`config.mk`:
```
export PLATFORM = sky130hd
export DESIGN_NAME = ifault_status_reg
export DESIGN_NICKNAME = d
export VERILOG_FILES = /design/src/rtl/fsr_pkg.sv /design/src/rtl/fsr_access_ctrl.sv /design/src/rtl/fsr_field_fmt.sv /design/src/rtl/fsr_store.sv /design/src/rtl/ifault_status_reg.sv
export SDC_FILE = /design/constraint.sdc
export NUM_CORES = 1
export LEC_CHECK = 0
export ABC_AREA = 1
export BUFFER_PORTS_ARGS = -buffer_cell sky130_fd_sc_hd__buf_2
export CAP_MARGIN = 10
export CORE_AREA = 3 3 102 55
export CTS_CLUSTER_DIAMETER = 200
export DETAILED_ROUTE_END_ITERATION = 12
export DIE_AREA = 0 0 105 58
export MAX_ROUTING_LAYER = met4
export PLACE_DENSITY = 0.87
export SETUP_SLACK_MARGIN = 0.4
export SYNTH_ARGS = -nofsm -noshare
export SYNTH_HDL_FRONTEND = slang
export SYNTH_SLANG_ARGS = --single-unit
```
`constraint.sdc`:
```
create_clock -name clk -period 1.3 [get_ports clk]
set_clock_uncertainty 0.2 [all_clocks]
set_input_delay 0.195 -clock clk [delete_from_list [all_inputs] [get_ports clk]]
set_output_delay 0.195 -clock clk [all_outputs]
set_load 0.05 [all_outputs]
```
`src/rtl/fsr_pkg.sv`:
```
// Shared constants, types and helper functions for the fault status register.
// Assumes: only the low LIVE_W bits of the 64-bit word can ever be nonzero.
package fsr_pkg;

    localparam int REG_W  = 64;
    localparam int LIVE_W = 17;
    localparam int STAT_W = 6;

    localparam logic [1:0] SEL_OP0 = 2'b11;
    localparam logic [2:0] SEL_OP1 = 3'b100;
    localparam logic [3:0] SEL_CRN = 4'b0101;
    localparam logic [3:0] SEL_CRM = 4'b0000;
    localparam logic [2:0] SEL_OP2 = 3'b001;

    localparam logic [STAT_W-1:0] TRAP_EC = 6'h18;

    localparam int B_FNV = 16;
    localparam int B_EXT = 12;
    localparam int B_FMT = 9;
    localparam int B_S4  = 10;

    typedef enum logic [1:0] {
        RES_NONE  = 2'd0,
        RES_OK    = 2'd1,
        RES_UNDEF = 2'd2,
        RES_TRAP  = 2'd3
    } acc_res_e;

    // Live-bit mask of the active layout.
    function automatic logic [LIVE_W-1:0] layout_mask(input logic lng);
        logic [LIVE_W-1:0] m;
        m = '0;
        m[B_FNV] = 1'b1;
        m[B_EXT] = 1'b1;
        m[B_FMT] = 1'b1;
        if (lng) begin
            m[5:0] = 6'h3F;
        end else begin
            m[B_S4] = 1'b1;
            m[3:0]  = 4'hF;
        end
        return m;
    endfunction

    // Status code denotes an external abort (walk or not).
    function automatic logic is_ext_abort(input logic lng, input logic [STAT_W-1:0] s);
        if (lng)
            return (s == 6'b010000) || (s == 6'b010101) ||
                   (s == 6'b010110) || (s == 6'b010111);
        else
            return (s[4:0] == 5'b01000) || (s[4:0] == 5'b01100) ||
                   (s[4:0] == 5'b01110);
    endfunction

    // Status code denotes a synchronous external abort not on a table walk.
    function automatic logic is_ext_nowalk(input logic lng, input logic [STAT_W-1:0] s);
        if (lng)
            return s == 6'b010000;
        else
            return s[4:0] == 5'b01000;
    endfunction

endpackage

```
`src/rtl/fsr_access_ctrl.sv`:
```
// Access decision for the fault status register.
// Decodes the opcode tuple and grants, refuses or traps each request from
// the exception level and the capability/trap controls. Purely combinational;
// the clock and reset only serve the embedded assertions.
module fsr_access_ctrl
    import fsr_pkg::*;
(
    input  logic              clk,
    input  logic              rst_n,
    input  logic              acc_valid,
    input  logic [1:0]        op0,
    input  logic [2:0]        op1,
    input  logic [3:0]        crn,
    input  logic [3:0]        crm,
    input  logic [2:0]        op2,
    input  logic [1:0]        cur_el,
    input  logic              nv_trap_en,
    input  logic              lower_aa32_ok,
    output logic              hit,
    output acc_res_e          result,
    output logic [STAT_W-1:0] trap_class
);

    // Tuple match for this register.
    always_comb begin
        hit = acc_valid && (op0 == SEL_OP0) && (op1 == SEL_OP1) &&
              (crn == SEL_CRN) && (crm == SEL_CRM) && (op2 == SEL_OP2);
    end

    // Verdict by capability, then level, then trap control.
    always_comb begin
        result = RES_NONE;
        if (hit) begin
            if (!lower_aa32_ok)        result = RES_UNDEF;
            else if (cur_el == 2'd0)   result = RES_UNDEF;
            else if (cur_el == 2'd1)   result = nv_trap_en ? RES_TRAP : RES_UNDEF;
            else                       result = RES_OK;
        end
    end

    // Syndrome class only accompanies a trap.
    always_comb begin
        trap_class = (result == RES_TRAP) ? TRAP_EC : '0;
    end


    no_cap_undef_chk: assert property (@(posedge clk) disable iff (!rst_n)
        (hit && !lower_aa32_ok) |-> (result == RES_UNDEF));

    el0_undef_chk: assert property (@(posedge clk) disable iff (!rst_n)
        (hit && cur_el == 2'd0) |-> (result == RES_UNDEF));

    trap_src_chk: assert property (@(posedge clk) disable iff (!rst_n)
        (result == RES_TRAP) |-> (cur_el == 2'd1 && nv_trap_en && lower_aa32_ok));

    miss_quiet_chk: assert property (@(posedge clk) disable iff (!rst_n)
        !hit |-> (result == RES_NONE));

endmodule

```
`src/rtl/fsr_field_fmt.sv`:
```
// Field formatting for the fault status register.
// Builds the masked write word, the capture word and the read view for the
// active layout. Assumes the layout select is stable for the duration of an access.
module fsr_field_fmt
    import fsr_pkg::*;
(
    input  logic              long_fmt,
    input  logic [LIVE_W-1:0] wr_raw,
    input  logic [STAT_W-1:0] cap_status,
    input  logic              cap_ext_type,
    input  logic              cap_addr_invalid,
    input  logic              cap_fmt,
    input  logic [LIVE_W-1:0] stored,
    output logic [LIVE_W-1:0] wr_word,
    output logic [LIVE_W-1:0] cap_word,
    output logic [LIVE_W-1:0] rd_view
);

    logic [LIVE_W-1:0] mask;

    // Live-bit mask of the current layout.
    always_comb mask = layout_mask(long_fmt);

    // Software write keeps only live bits.
    always_comb wr_word = wr_raw & mask;

    // Capture word: place status, qualify abort flags.
    always_comb begin
        cap_word = '0;
        if (long_fmt) begin
            cap_word[5:0] = cap_status;
        end else begin
            cap_word[B_S4] = cap_status[4];
            cap_word[3:0]  = cap_status[3:0];
        end
        cap_word[B_FMT] = cap_fmt;
        cap_word[B_EXT] = cap_ext_type && is_ext_abort(long_fmt, cap_status);
        cap_word[B_FNV] = cap_addr_invalid && is_ext_nowalk(long_fmt, cap_status);
    end

    // Read view of the stored word under the current layout.
    always_comb rd_view = stored & mask;

endmodule

```
`src/rtl/fsr_store.sv`:
```
// State holder for the fault status register.
// A hardware capture takes precedence over a software write; otherwise the
// state holds. Synchronous active-low reset clears it.
module fsr_store
    import fsr_pkg::*;
(
    input  logic              clk,
    input  logic              rst_n,
    input  logic              cap_en,
    input  logic [LIVE_W-1:0] cap_word,
    input  logic              wr_en,
    input  logic [LIVE_W-1:0] wr_word,
    output logic [LIVE_W-1:0] state
);

    // Register update with capture priority.
    always_ff @(posedge clk) begin
        if (!rst_n)      state <= '0;
        else if (cap_en) state <= cap_word;
        else if (wr_en)  state <= wr_word;
    end


    cap_wins_chk: assert property (@(posedge clk) disable iff (!rst_n)
        cap_en |=> (state == $past(cap_word)));

    wr_load_chk: assert property (@(posedge clk) disable iff (!rst_n)
        (wr_en && !cap_en) |=> (state == $past(wr_word)));

    hold_chk: assert property (@(posedge clk) disable iff (!rst_n)
        (!wr_en && !cap_en) |=> $stable(state));

endmodule

```
`src/rtl/ifault_status_reg.sv`:
```
// Instruction fault status system register, top level.
// Joins access decision, field formatting and state. All access results are
// combinational in the request cycle; writes and captures land at the next edge.
module ifault_status_reg
    import fsr_pkg::*;
(
    input  logic        clk,
    input  logic        rst_n,
    input  logic        acc_valid,
    input  logic        acc_write,
    input  logic [1:0]  acc_op0,
    input  logic [2:0]  acc_op1,
    input  logic [3:0]  acc_crn,
    input  logic [3:0]  acc_crm,
    input  logic [2:0]  acc_op2,
    input  logic [1:0]  cur_el,
    input  logic        nv_trap_en,
    input  logic        lower_aa32_ok,
    input  logic        long_fmt,
    input  logic [63:0] wdata,
    input  logic        cap_valid,
    input  logic [5:0]  cap_status,
    input  logic        cap_ext_type,
    input  logic        cap_addr_invalid,
    input  logic        cap_fmt,
    output logic [63:0] rdata,
    output logic        acc_hit,
    output logic        acc_ok,
    output logic        acc_undef,
    output logic        acc_trap,
    output logic [5:0]  trap_class
);

    acc_res_e          res;
    logic [LIVE_W-1:0] wr_word, cap_word, rd_view, state;
    logic              wr_en;

    fsr_access_ctrl u_ctrl (
        .clk(clk), .rst_n(rst_n), .acc_valid(acc_valid),
        .op0(acc_op0), .op1(acc_op1), .crn(acc_crn), .crm(acc_crm), .op2(acc_op2),
        .cur_el(cur_el), .nv_trap_en(nv_trap_en), .lower_aa32_ok(lower_aa32_ok),
        .hit(acc_hit), .result(res), .trap_class(trap_class)
    );

    fsr_field_fmt u_fmt (
        .long_fmt(long_fmt), .wr_raw(wdata[LIVE_W-1:0]),
        .cap_status(cap_status), .cap_ext_type(cap_ext_type),
        .cap_addr_invalid(cap_addr_invalid), .cap_fmt(cap_fmt),
        .stored(state), .wr_word(wr_word), .cap_word(cap_word), .rd_view(rd_view)
    );

    fsr_store u_store (
        .clk(clk), .rst_n(rst_n), .cap_en(cap_valid), .cap_word(cap_word),
        .wr_en(wr_en), .wr_word(wr_word), .state(state)
    );

    // Verdict flags from the decision.
    always_comb begin
        acc_ok    = (res == RES_OK);
        acc_undef = (res == RES_UNDEF);
        acc_trap  = (res == RES_TRAP);
    end

    // Only a granted write reaches the state.
    always_comb wr_en = acc_ok && acc_write;

    // Read data only for a granted read, zero-extended.
    always_comb begin
        rdata = '0;
        if (acc_ok && !acc_write) rdata[LIVE_W-1:0] = rd_view;
    end


    upper_zero_chk: assert property (@(posedge clk) disable iff (!rst_n)
        rdata[63:17] == '0);

    short_rsvd_chk: assert property (@(posedge clk) disable iff (!rst_n)
        !long_fmt |-> (rdata[15:13] == '0 && !rdata[11] && rdata[8:4] == '0));

    long_rsvd_chk: assert property (@(posedge clk) disable iff (!rst_n)
        long_fmt |-> (rdata[15:13] == '0 && rdata[11:10] == '0 && rdata[8:6] == '0));

    verdict_excl_chk: assert property (@(posedge clk) disable iff (!rst_n)
        $onehot0({acc_ok, acc_undef, acc_trap}) && (acc_trap == (trap_class == 6'h18)));

    rd_gate_chk: assert property (@(posedge clk) disable iff (!rst_n)
        !(acc_ok && !acc_write) |-> (rdata == '0));

endmodule

```
==> summary.txt, run 1 <==
Outcome
  • Outcome: complete, but fails checks
  • Violations in the final reports: negative setup slack

Die
  • Die Area: 6090 µm²
  • Chip Height: 58 µm
  • Number of cell rows: 18
  • Initial Util: 29.5%
  • Std-Cell Core Area: 4820 µm²
  • IO Pins: 173
  • X dimension of the die: 105 µm

STA
  • Count of endpoints failing hold in the final timing report: 0
  • Final setup violation count: 26
  • Unrepaired setup endpoints after global routing: yes
  • Headroom to the max-slew limit: 65.4%
  • Setup slack of the critical path after layout: -0.586 ns
  • Maximum clock frequency: 530 MHz
  • Measured slew at the worst slew-check pin: 0.519 ns
  • Crit share post-route: 145%
  • Minimum clock period after layout: 1.89 ns
  • Final max-slew violation count: 0

Drt
  • Vias: 1708
  • Vias/cell: 4.41
  • First-pass DRT Iterations: 4
  • Average detailed-routed wire length per instance: 14.6 µm
  • Total wire length after detailed routing: 5.63 mm
  • DRC marker count from the first detailed-route iteration: 111
  • Remaining number of nets flagged by the antenna check after routing: 0
  • Post-route DRC violation count: 0

Power and ir drop
  • Combinational share of power: 50.8%
  • Power density over cell area: 639 nW/µm²
  • Switching Fraction: 49.5%
  • Relative contribution of the clock network to total power: 27.5%
  • Sequential cell fraction of total power: 21.7%
  • Total power consumption of the routed design: 1.54 mW
  • Max VDD drop: 0.313 mV
  • Int Pwr: 0.779 mW
  • Net Switching: 0.764 mW
  • Leakage dissipation: 1.26 nW

Clock tree
  • Clock Latency Late Sink: 0.25 ns
  • Clock H-tree levels: 1
  • CTS tree: yes
  • Clock sink count: 10
  • Number of buffers inserted during clock tree synthesis: 3
  • Clock root buffer: sky130_fd_sc_hd__clkbuf_8
  • Clock slew at reported path FFs: 0.05 ns
  • Clock Tree Buf Depth: 2

Flow run
  • Max-cap check violation count: 0

Cells and area
  • Area growth syn-to-layout: 70.0%
  • Largest register FFs: 10
  • Fraction of layout instances using a drive strength above 1: 46.4%
  • Number of fill cells in the layout: 386
  • Post-route cell area: 2410 µm²
  • Area of combinational cells with multiple inputs: 1100 µm²
  • Registers with the most flip-flops: u_store.state: 10 flops
  • Nets: 417
  • Sequential standard cell area: 200 µm²
  • Share of the core filled with cells in the final layout: 50.1%
  • Ant. Diodes: 0
  • Most common cell after layout, fill and taps aside: sky130_fd_sc_hd__conb_1
  • Biggest register: u_store.state
  • Commonest cells after routing, fill and taps aside: sky130_fd_sc_hd__conb_1, sky130_fd_sc_hd__nand2_1, sky130_fd_sc_hd__buf_2

Logic synthesis
  • Compound-cell area share of the yosys netlist: 7.67%
  • Combined area of all synthesized cells: 1420 µm²
  • Share of synthesized area occupied by flip-flops and latches: 14.1%
  • Netlist cell types: 24
  • Share of synthesized cell area in and, or, nand and nor gates: 34.8%
  • Gate count of the mapped netlist: 234
  • Synth Area in Adders: 0%
  • FF+latch count, synth: 10
  • Synth Area in XOR/XNOR: 0%
  • Synthesized area per cell: 6.07 µm²
  • Multiplexer fraction of the synthesized cell area: 0%
  • Synth warnings: 0
  • Largest family of logic cells by synthesized area: buffers and inverters

Critical path
  • Sort of element at the start of the critical path: primary input
  • Setup crit end kind: output pin
  • Data arrival time of the critical path: 1.49 ns
  • Required time of the worst setup path: 0.90 ns
  • WS Path Type: primary input to output pin
  • Stage delay of the slowest cell on the critical path: 0.21 ns
  • Cells along the critical path: buf_8, inv_4, nand4_1, nor2_2, nand4_1, buf_6, buf_4, nor4_4, buf_6
  • Maximum fanout count along the critical path: 4
  • Slowest cell on the critical path: sky130_fd_sc_hd__buf_6

Placement
  • HPWL after detailed placement: 3.11 mm
  • Cell area after placement: 1840 µm²
  • Routability congestion estimate: 0.841
  • Post-placement worst setup slack: -0.674 ns
  • Number of buffers added on ports: 60

GRT
  • First-pass GRT wire length: 7.33 mm
  • Global routing usage summed across all routing layers: 15.7%
  • Via count of the first global-routing pass: 1535
  • Pin count of the biggest net entering global routing: 32
  • Number of antenna violations at the first check in global routing: 0
  • Aggregate global routing overflow: 0

Min path
  • Tightest Hold Check Type: primary input to register
[repair_timing]
item | 4_1_cts | 5_1_grt
cloned | 3 | 0
resized for setup | 71 | 24
hold buffers | 0 | 0
pin swaps | 12 | 12
endpoints found under the setup margin | 26 | 26
setup buffers | 2 | 8
[cell usage after synthesis]
library cell	count	area, µm²
sky130_fd_sc_hd__nor2_2	1	6.26
sky130_fd_sc_hd__clkbuf_1	1	3.75
sky130_fd_sc_hd__a31oi_1	1	6.26
sky130_fd_sc_hd__nand3_1	17	85.1
sky130_fd_sc_hd__nand3_2	1	10.0
sky130_fd_sc_hd__inv_1	29	109
sky130_fd_sc_hd__buf_2	4	20.0
sky130_fd_sc_hd__buf_6	2	22.5
sky130_fd_sc_hd__dfxtp_1	10	200
sky130_fd_sc_hd__nor4_1	3	18.8
sky130_fd_sc_hd__a21boi_0	1	7.51
sky130_fd_sc_hd__a21oi_2	4	35.0
sky130_fd_sc_hd__nand3b_1	1	7.51
sky130_fd_sc_hd__nor3_1	8	40.0
sky130_fd_sc_hd__nand4_4	1	21.3
sky130_fd_sc_hd__o21ai_0	5	25.0
sky130_fd_sc_hd__a21oi_1	7	35.0
sky130_fd_sc_hd__nand4_1	4	25.0
sky130_fd_sc_hd__buf_4	61	458
sky130_fd_sc_hd__nor2_4	1	11.3
sky130_fd_sc_hd__nor2_1	29	109
sky130_fd_sc_hd__nand2_2	1	6.26
sky130_fd_sc_hd__nand2_1	41	154
sky130_fd_sc_hd__conb_1	1	3.75
[metal layers]
layer	wire length, µm	global-route usage, %	up-vias
met5	0	-	-
met4	259	10.1	0
li1	-	-	782
met3	489	2.11	23
met1	1900	15.9	789
met2	2990	29.4	114
[area by class of cell]
type,count,area share [%]
inverter,29,5.91
multi-input combinational,184,45.5
timing repair buffer,90,34.4
sequential,10,8.29
clock buffer,4,2.28
tap,70,3.63
[logic make-up (layout without fill, tap and decap cells)]
family                 after synthesis  count (layout)
and+or+nand+nor                    108             108
buffers and inverters               97             123
AOI/OAI and AO/OA                   18              18
DFF                                 10              10
other                                1              58
[through the flow]
step / hold WS (ns) / setup TNS [ns] / cells
3_5_place_dp: 0.322 / -13.05 / 370
6_report: 0.0732 / -10.48 / 387
3_3_place_gp: 0.314 / -11.27 / 370
2_1_floorplan: 0.197 / -6.95 / 291
5_1_grt: 0.110 / -10.92 / 387
4_1_cts: 0.0751 / -6.77 / 379
[final timing paths]
kind | startpoint | end | slack (ns) | depth (start not counted)
hold / removal | wdata[1] | u_store.state[1] | 0.07 | 5
hold reg to reg | u_store.state[9] | u_store.state[9] | 0.43 | 4
setup / recovery | acc_crm[3] | rdata[5] | -0.59 | 9
setup reg to reg | u_store.state[10] | u_store.state[10] | 0.27 | 5
[power by group through the flow]
| stage | clock network, mW | logic, mW | registers [mW] |
|---|---|---|---|
| 5_1_grt | 0.434 | 0.822 | 0.337 |
| 3_5_place_dp | 0 | 0.674 | 0.340 |
| 3_3_place_gp | 0 | 0.664 | 0.339 |
| 6_report | 0.424 | 0.784 | 0.335 |
| 2_1_floorplan | 0 | 0.675 | 0.339 |
| 4_1_cts | 0.400 | 0.716 | 0.334 |
[critical path, delay by kind of cell]
family        cells  cell delay (ns)
simple gates      4             0.63
buf+inv           5             0.66
Note: power is estimated with default switching activity, not from simulation.
==> run 2: changes to the inputs <==
--- a/config.mk
+++ b/config.mk
@@ -8,12 +8,14 @@
 export ABC_AREA = 1
 export BUFFER_PORTS_ARGS = -buffer_cell sky130_fd_sc_hd__buf_2
 export CAP_MARGIN = 10
-export CORE_AREA = 3 3 102 55
+export CELL_PAD_IN_SITES_DETAIL_PLACEMENT = 0
+export CELL_PAD_IN_SITES_GLOBAL_PLACEMENT = 1
+export CORE_AREA = 3 3 134 71
 export CTS_CLUSTER_DIAMETER = 200
 export DETAILED_ROUTE_END_ITERATION = 12
-export DIE_AREA = 0 0 105 58
+export DIE_AREA = 0 0 137 74
 export MAX_ROUTING_LAYER = met4
-export PLACE_DENSITY = 0.87
+export PLACE_DENSITY = 0.86
 export SETUP_SLACK_MARGIN = 0.4
 export SYNTH_ARGS = -nofsm -noshare
 export SYNTH_HDL_FRONTEND = slang
==> run 2 against run 1 <==
Effect of this change:
- the flow still finishes with violations (negative setup slack)
- wire length down 21%
- count of clock-buffer cells in the layout down 1
- fmax up 10%
- die area up 66%
- sequential share of layout area down 0.37 points
- worst hold slack better by 0.0036 ns
- via count down 9.4%
- flip-flop and latch count unchanged
- setup slack better by 0.18 ns
- sequential power about the same
==> summary.txt, run 2 (synthesis results as in run 1) <==
Outcome
  • Outcome: complete, but fails checks (unchanged)
  • Violations in the final reports: negative setup slack (unchanged)

Clock tree
  • Clock sink count: 10 (unchanged)
  • Clock Latency Late Sink: 0.24 ns (was 0.25 ns)
  • Number of buffers inserted during clock tree synthesis: 3 (unchanged)
  • Clock slew at reported path FFs: 0.04 ns (was 0.05 ns)
  • Hold buffer count at CTS: 0 (unchanged)
  • Clock Tree Buf Depth: 2 (unchanged)
  • Clock H-tree levels: 1 (unchanged)
  • Clock root buffer: sky130_fd_sc_hd__clkbuf_16 (was sky130_fd_sc_hd__clkbuf_8)
  • CTS tree: yes (unchanged)

Power and ir drop
  • Net Switching: 0.715 mW (was 0.764 mW)
  • Leakage dissipation: 1.33 nW (was 1.26 nW)
  • Switching Fraction: 43.9% (was 49.5%)
  • Sequential cell fraction of total power: 20.6% (was 21.7%)
  • Combinational share of power: 46.4% (was 50.8%)
  • Power density over cell area: 645 nW/µm² (was 639 nW/µm²)
  • Max VDD drop: 0.288 mV (was 0.313 mV)
  • Relative contribution of the clock network to total power: 33.0% (was 27.5%)
  • Int Pwr: 0.913 mW (was 0.779 mW)

Critical path
  • Data arrival time of the critical path: 1.32 ns (was 1.49 ns)
  • WS Path Type: primary input to output pin (unchanged)
  • Worst reg-to-reg path cell count: 5 (unchanged)
  • Required time of the worst setup path: 0.90 ns (about the same)
  • Sort of element at the start of the critical path: primary input (unchanged)
  • Setup crit end kind: output pin (unchanged)
  • Maximum fanout count along the critical path: 6 (was 4)

Placement
  • Cell area after placement: 1990 µm² (was 1840 µm²)
  • HPWL after detailed placement: 3.19 mm (was 3.11 mm)
  • Routability congestion estimate: 0.812 (was 0.841)
  • Number of buffers added on ports: 60 (unchanged)

GRT
  • Global routing usage summed across all routing layers: 8.18% (was 15.7%)
  • Via count of the first global-routing pass: 1440 (was 1535)
  • First-pass GRT wire length: 6.55 mm (was 7.33 mm)
  • Number of antenna violations at the first check in global routing: 0 (unchanged)
  • Aggregate global routing overflow: 0 (unchanged)
  • Pin count of the biggest net entering global routing: 21 (was 32)

Drt
  • Total wire length after detailed routing: 4.43 mm (was 5.63 mm)
  • First-pass DRT Iterations: 4 (unchanged)
  • DRC marker count from the first detailed-route iteration: 26 (was 111)
  • Post-route DRC violation count: 0 (unchanged)
  • Vias/cell: 3.51 (was 4.41)
  • Vias: 1548 (was 1708)
  • Remaining number of nets flagged by the antenna check after routing: 0 (unchanged)
  • Average detailed-routed wire length per instance: 10.1 µm (was 14.6 µm)

Die
  • Chip Height: 74 µm (was 58 µm)
  • X dimension of the die: 137 µm (was 105 µm)
  • Std-Cell Core Area: 8530 µm² (was 4820 µm²)
  • IO Pins: 173 (unchanged)
  • Initial Util: 16.7% (was 29.5%)
  • Die Area: 10100 µm² (was 6090 µm²)
  • Number of cell rows: 24 (was 18)

Min path
  • Tightest Hold Check Type: primary input to register (unchanged)
  • Hold Path Depth: 5 (unchanged)

STA
  • Worst hold slack: 0.0768 ns (was 0.0732 ns)
  • Final max-slew violation count: 0 (unchanged)
  • Unrepaired setup endpoints after global routing: yes (unchanged)
  • Setup slack of the critical path after layout: -0.411 ns (was -0.586 ns)
  • Maximum clock frequency: 585 MHz (was 530 MHz)
  • Crit share post-route: 132% (was 145%)
  • Minimum clock period after layout: 1.71 ns (was 1.89 ns)
  • Final setup violation count: 26 (unchanged)
  • Count of endpoints failing hold in the final timing report: 0 (unchanged)

Cells and area
  • Nets: 425 (was 417)
  • Share of the core filled with cells in the final layout: 29.6% (was 50.1%)
  • Post-route cell area: 2520 µm² (was 2410 µm²)
  • Fraction of layout instances using a drive strength above 1: 46.3% (was 46.4%)
  • Most common cell after layout, fill and taps aside: sky130_fd_sc_hd__conb_1 (unchanged)
  • Registers with the most flip-flops: u_store.state: 10 flops (unchanged)
  • Ant. Diodes: 0 (unchanged)
  • Area growth syn-to-layout: 77.8% (was 70.0%)
  • Biggest register: u_store.state (unchanged)
  • Commonest cells after routing, fill and taps aside: sky130_fd_sc_hd__conb_1, sky130_fd_sc_hd__buf_2, sky130_fd_sc_hd__nand2_1 (was sky130_fd_sc_hd__conb_1, sky130_fd_sc_hd__nand2_1, sky130_fd_sc_hd__buf_2)
  • Largest register FFs: 10 (unchanged)

Flow run
  • Max-cap check violation count: 0 (unchanged)
==> run 2: critical path, cell delays in order <==
cell and delay, ns:
sky130_fd_sc_hd__buf_8 0.11, sky130_fd_sc_hd__inv_8 0.04, sky130_fd_sc_hd__nand4_1 0.10, sky130_fd_sc_hd__nor2_2 0.15
sky130_fd_sc_hd__nand4_1 0.11, sky130_fd_sc_hd__buf_6 0.16, sky130_fd_sc_hd__buf_12 0.14, sky130_fd_sc_hd__nor3_4 0.12
sky130_fd_sc_hd__buf_6 0.18
==> run 2: what timing repair did <==
action	4_1_cts	5_1_grt
buffers inserted	5	3
gates cloned	2	1
pin swaps	14	6
gates resized for setup	67	11
endpoints found under the setup margin	26	26
==> run 2: stage by stage <==
stage	worst slack (ns)	instances	setup TNS, ns	total power, mW
final	-0.411	441	-7.19	1.63
after global routing	-0.524	441	-9.55	1.71
after CTS	-0.391	437	-6.69	1.61
after detailed placement	-0.551	427	-10.80	1.04
after global placement	-0.522	427	-10.55	1.04
after floorplan	-0.562	291	-6.95	1.01
==> run 2: power groups by stage <==
stage | Sequential (mW) | Combinational (mW) | Clock [mW]
detailed placement | 0.340 | 0.702 | 0
floorplan | 0.339 | 0.675 | 0
global placement | 0.339 | 0.699 | 0
CTS | 0.335 | 0.739 | 0.537
finish | 0.336 | 0.756 | 0.537
global route | 0.336 | 0.806 | 0.565
==> run 2: final timing paths <==
path / from / end / slack [ns]
max: acc_crm[0] / rdata[16] / -0.41
min: wdata[12] / u_store.state[12] / 0.08
max reg2reg: u_store.state[10] / u_store.state[10] / 0.33
min reg2reg: u_store.state[9] / u_store.state[9] / 0.39
==> run 2: final cells by class <==
| class | count | area [µm²] |
|---|---|---|
| fill | 912 | 6000 |
| multi-input combinational | 184 | 1080 |
| timing repair buffer | 98 | 890 |
| sequential | 10 | 200 |
| tap | 117 | 146 |
| inverter | 29 | 138 |
| clock buffer | 3 | 75.1 |
==> run 2: layer usage <==
layer	up-vias	GRT usage, %	part of all wire, %
met2	37	16.9	60
met3	6	0.878	3.4
met4	0	2.43	1.1
met1	714	8.12	35
li1	791	-	-
met5	-	-	0
